### src/rtl/byte_order_pkg.sv
package byte_order_pkg;

   // Which input provides the search-start edge.
   typedef enum logic {
      TRIG_SYNC = 1'b0,
      TRIG_USER = 1'b1
   } trig_src_e;

   // Number of byte lanes on the datapath.
   localparam int unsigned LANES = 2;

endpackage

### src/rtl/bo_trig_edge.sv
module bo_trig_edge
   import byte_order_pkg::*;
#(
   parameter trig_src_e SRC = TRIG_SYNC
) (
   input  logic clk,
   input  logic rst_n,
   input  logic sync_lvl,
   input  logic user_lvl,
   output logic rise
);

   logic sel_lvl;
   logic lvl_q;

   // Source chosen by mode; the other input is ignored.
   always_comb sel_lvl = (SRC == TRIG_USER) ? user_lvl : sync_lvl;

   always_ff @(posedge clk) begin
      if (!rst_n) lvl_q <= 1'b0;
      else        lvl_q <= sel_lvl;
   end

   assign rise = sel_lvl & ~lvl_q;

endmodule

### src/rtl/bo_lane_match.sv
module bo_lane_match
   import byte_order_pkg::*;
#(
   parameter int unsigned           BYTE_W  = 8,
   parameter logic [BYTE_W-1:0]     PAT     = 8'hBC
) (
   input  logic [LANES*BYTE_W-1:0] word,
   output logic [LANES-1:0]        hit
);

   for (genvar l = 0; l < LANES; l++) begin : g_lane
      assign hit[l] = (word[l*BYTE_W +: BYTE_W] == PAT);
   end

endmodule

### src/rtl/bo_search_ctl.sv
module bo_search_ctl
   import byte_order_pkg::*;
(
   input  logic             clk,
   input  logic             rst_n,
   input  logic             rise,
   input  logic [LANES-1:0] hit,
   output logic             ordered,
   output logic             shift,
   output logic             pad_now
);

   logic searching;
   logic look;
   logic found_lo;
   logic found_hi;

   // The start-edge word is already inspected.
   always_comb begin
      look     = rise | searching;
      found_lo = look & hit[0];
      found_hi = look & hit[1] & ~hit[0];
   end

   assign pad_now = found_hi;

   always_ff @(posedge clk) begin
      if (!rst_n) begin
         searching <= 1'b0;
         ordered   <= 1'b0;
         shift     <= 1'b0;
      end else begin
         if (rise) begin
            searching <= 1'b1;
            ordered   <= 1'b0;
            shift     <= 1'b0;
         end
         if (found_lo | found_hi) begin
            searching <= 1'b0;
            ordered   <= 1'b1;
            shift     <= found_hi;
         end
      end
   end

endmodule

### src/rtl/bo_lane_shift.sv
module bo_lane_shift #(
   parameter int unsigned       BYTE_W = 8,
   parameter logic [BYTE_W-1:0] PAD    = 8'h9C
) (
   input  logic                clk,
   input  logic                rst_n,
   input  logic [2*BYTE_W-1:0] word,
   input  logic                shift,
   input  logic                pad_now,
   output logic [2*BYTE_W-1:0] out_word
);

   localparam int unsigned WORD_W = 2*BYTE_W;

   logic [BYTE_W-1:0] lo_b;
   logic [BYTE_W-1:0] hi_b;
   logic [BYTE_W-1:0] hi_q;
   logic [WORD_W-1:0] nxt;

   assign lo_b = word[BYTE_W-1:0];
   assign hi_b = word[WORD_W-1:BYTE_W];

   always_comb begin
      if (pad_now)    nxt = {PAD, lo_b};
      else if (shift) nxt = {lo_b, hi_q};
      else            nxt = word;
   end

   always_ff @(posedge clk) begin
      if (!rst_n) begin
         hi_q     <= '0;
         out_word <= '0;
      end else begin
         hi_q     <= hi_b;
         out_word <= nxt;
      end
   end

endmodule

### src/rtl/byte_order_align.sv
module byte_order_align
   import byte_order_pkg::*;
#(
   parameter int unsigned       BYTE_W    = 8,
   parameter logic [BYTE_W-1:0] ORDER_PAT = 8'hBC,
   parameter logic [BYTE_W-1:0] PAD_BYTE  = 8'h9C,
   parameter trig_src_e         TRIG_MODE = TRIG_SYNC
) (
   input  logic                clk,
   input  logic                rst_n,
   input  logic                sync_ok,
   input  logic                order_req,
   input  logic [2*BYTE_W-1:0] rx_word,
   output logic [2*BYTE_W-1:0] out_word,
   output logic                ordered
);

   if (BYTE_W < 4) begin : g_bad_width
      $error("byte_order_align: BYTE_W must be at least 4");
   end
   if (ORDER_PAT == PAD_BYTE) begin : g_bad_pad
      $error("byte_order_align: PAD_BYTE must differ from ORDER_PAT");
   end

   logic             rise;
   logic [LANES-1:0] hit;
   logic             shift;
   logic             pad_now;

   bo_trig_edge #(.SRC(TRIG_MODE)) u_edge (
      .clk      (clk),
      .rst_n    (rst_n),
      .sync_lvl (sync_ok),
      .user_lvl (order_req),
      .rise     (rise)
   );

   bo_lane_match #(.BYTE_W(BYTE_W), .PAT(ORDER_PAT)) u_match (
      .word (rx_word),
      .hit  (hit)
   );

   bo_search_ctl u_ctl (
      .clk     (clk),
      .rst_n   (rst_n),
      .rise    (rise),
      .hit     (hit),
      .ordered (ordered),
      .shift   (shift),
      .pad_now (pad_now)
   );

   bo_lane_shift #(.BYTE_W(BYTE_W), .PAD(PAD_BYTE)) u_shift (
      .clk      (clk),
      .rst_n    (rst_n),
      .word     (rx_word),
      .shift    (shift),
      .pad_now  (pad_now),
      .out_word (out_word)
   );

endmodule

### config.mk
export PLATFORM = sky130hd
export DESIGN_NAME = byte_order_align
export DESIGN_NICKNAME = d
export VERILOG_FILES = /design/src/rtl/byte_order_pkg.sv /design/src/rtl/bo_trig_edge.sv /design/src/rtl/bo_lane_match.sv /design/src/rtl/bo_search_ctl.sv /design/src/rtl/bo_lane_shift.sv /design/src/rtl/byte_order_align.sv
export SDC_FILE = /design/constraint.sdc
export NUM_CORES = 1
export LEC_CHECK = 0
export ABC_AREA = 1
export ABC_CLOCK_PERIOD_IN_PS = 1390
export BUFFER_PORTS_ARGS = -buffer_cell sky130_fd_sc_hd__clkbuf_2
export CAP_MARGIN = 10
export CORE_MARGIN = 1.5
export CORE_UTILIZATION = 40
export DETAILED_ROUTE_END_ITERATION = 6
export MAX_ROUTING_LAYER = met4
export PLACE_DENSITY = 0.65
export SETUP_SLACK_MARGIN = 0.02
export SLEW_MARGIN = 15
export SYNTH_ARGS = -nofsm -noshare
export SYNTH_HDL_FRONTEND = slang
export SYNTH_SLANG_ARGS = --single-unit
### constraint.sdc
create_clock -name clk -period 1.39 [get_ports clk]
set_input_delay 0.0695 -clock clk [delete_from_list [all_inputs] [get_ports clk]]
set_output_delay 0.0695 -clock clk [all_outputs]
set_load 0.02 [all_outputs]
==> results.md <==
- Worst-path fanout max: 12
- Global-route wire length before repair: 4260 um
- Worst EP arrival: 1.61 ns
- Setup Buffers After CTS: 0
- Critical path class: input pin to flop
- Compound-Gate Fraction of Synth Area: 10.4%
- CP max stage delay: 0.55 ns
- # port buffers: 35
- Post-DP HPWL: 1830 um
- TritonCTS Buffers: 3
- Met2 routed WL: 1350 um
- Setup crit end kind: flop
- RSZ-0062 raised after global routing: yes
- Synthesis-stage register bit count: 28
- Average cell area after synthesis: 7.08 um2
- First drt pass iteration count: 5
- DR WL/cell: 11.6 um
- Ys Warns: 0
- Setup Skew: 0.00230 ns
- Drc violations: 0
- Initial antenna violation count: 0
- Most common cell after layout, fill and taps aside: nand2_1
- Synth Area in Simple Gates: 31.2%
- Wire length on met3: 134 um
- Initial core utilization: 41.8%
- GP Congestion: 0.842
- Antenna Nets Post-Route: 0
- # Max-Cap Violations: 0
- XOR/XNOR Fraction of Synth Area: 0%
- Die Area: 3220 um2
- Proportion of synthesized area in mux cells: 0%
- Sink Count: 28
- Hold Path Class: input pin to flop
- Leak: 0.797 nW
- P&R area growth vs syn: 31.7%
- Status: completed
- Largest family of logic cells by synthesized area: simple AND/OR/NAND/NOR gates
- DR vias/cell: 4.92
- Syn_nets: 183
- CTS root buffer: clkbuf_4
- DR top layer: met4
- Hold Violations, Final: 0
- Max clock buf depth: 2
- # IOs: 37
- Post-Synth Adder-Cell Area: 0%
- Vias in the first global route: 1035
- Clock period minus worst slack: 1.38 ns
- Crit path cell chain: dlygate4sd3_1, clkbuf_2, nor2_1, nand2_2, nor2_2, nand3_4, nand2_2, nor2_1
- Worst path slowest cell: dlygate4sd3_1
- Period utilization: 99.0%
- Height of the chip: 56.7 um
- Worst hold slack: 0.0195 ns
- Placement Rows: 19
- GR Overflow Total: 0
- Total Wirelength: 2780 um
- Post-synthesis cell count: 163
- Vias: 1175
- Die width: 56.7 um
- CP required: 1.63 ns
- Initial DRC count: 37
- Most frequent cells in the layout: nand2_1, clkbuf_2, dfxtp_1
- Core area: 2760 um2
- Slew headroom: 72.3%
- Diode count: 0
- Worst VDD drop: 0.000733 V
- Worst-path clk slew: 0.14 ns
- Setup TNS: 0 ns
- Pin count of the biggest net entering global routing: 21
- Clk_lat worst skew: 0.33 ns
- Final net count: 230
- Mapped Area: 1150 um2
- Layout cells sized above 1: 26.0%
- Seq/Total Area, Yosys: 48.6%
- H-tree levels: 1
- Slew @ Worst Pin: 0.415 ns
- Metal-1 WL: 1250 um
- Tot GR Track Use: 17.5%
- Crit start category: input pin
- Power per cell area: 921 nW/um2
- Library cells used by synthesis: 16
- CTS tree: yes
- Final setup fails: 0
- Count of pins over their slew limit: 0
- Highest clock rate: 0.727 GHz
==> logic make-up (layout without fill, tap and decap cells) <==
group / after synthesis / in the layout
and+or+nand+nor: 84 / 85
DFF: 28 / 28
buffers and inverters: 27 / 71
AOI/OAI and AO/OA: 24 / 24
==> per-layer routing <==
metal  up-vias  GRT usage [%]
met5         -              -
met4         0           8.84
met3         5           2.53
met2        36           29.2
met1       533           20.2
li1        601              -
==> power breakdown <==
| group | internal, mW | leakage, nW | switching (mW) |
|---|---|---|---|
| logic | 0.0849 | 0.550 | 0.129 |
| clock network | 0.102 | 0.0138 | 0.228 |
| registers | 0.844 | 0.233 | 0.00998 |
| total | 1.03 | 0.797 | 0.367 |
==> per-stage QoR <==
stage               utilization, %  instance area (um2)  power [mW]  setup WS, ns  std cells
floorplan                        -                 1150       0.975         0.389        163
global placement              48.8                 1350        1.05         0.226        224
detailed placement            48.8                 1350        1.05         0.202        224
CTS                           53.2                 1470        1.39        0.0414        237
global route                  55.1                 1520        1.46       -0.0192        239
finish                        55.1                 1520        1.40        0.0142        239
==> Yosys cell counts <==
cell,n,area (um2)
nand2_1,56,210
inv_1,20,75.1
nor2_4,1,11.3
nor2_2,1,6.26
buf_2,3,15.0
nand2_2,1,6.26
nor2_1,10,37.5
a21oi_1,13,65.1
buf_1,1,3.75
dfxtp_1,28,561
o21ai_0,11,55.1
nand3_2,2,20.0
nand3_1,10,50.1
clkbuf_1,2,7.51
buf_6,1,11.3
nand4_1,3,18.8
==> registers in the layout (all words and copies together), names as in the netlist <==
signal	flops
u_shift.out_word	16
u_shift.hi_q	8
u_ctl.ordered	1
u_ctl.searching	1
u_ctl.shift	1
u_edge.lvl_q	1
==> critical path, delay by kind of cell <==
kind          cells  cell delay, ns
buf+inv           2            0.68
simple gates      6            0.86
==> final cells by class <==
class | count | area [um2]
Fill cell | 279 | 1240
Multi-Input combinational cell | 109 | 522
Sequential cell | 28 | 561
Timing Repair Buffer | 48 | 300
Inverter | 20 | 75.1
Tap cell | 31 | 38.8
Clock buffer | 3 | 22.5
==> repair_timing <==
item,CTS,global route
setup endpoints to repair,0,19
gates resized for setup,0,10
hold buffers,10,1
hold endpoints to repair,12,1
==> final timing paths <==
kind         depth (start not counted)                       start  slack, ns                               to
min reg2reg                          4  u_shift.hi_q[5]$_SDFF_PN0_       0.57   u_shift.out_word[5]$_SDFF_PN0_
max reg2reg                          7     u_edge.lvl_q$_SDFF_PN0_       0.16   u_shift.out_word[4]$_SDFF_PN0_
max                                  8                  rx_word[8]       0.01  u_shift.out_word[14]$_SDFF_PP0_
min                                  3                  rx_word[6]       0.02   u_shift.out_word[6]$_SDFF_PN0_
(Power assumes the default switching activity.)
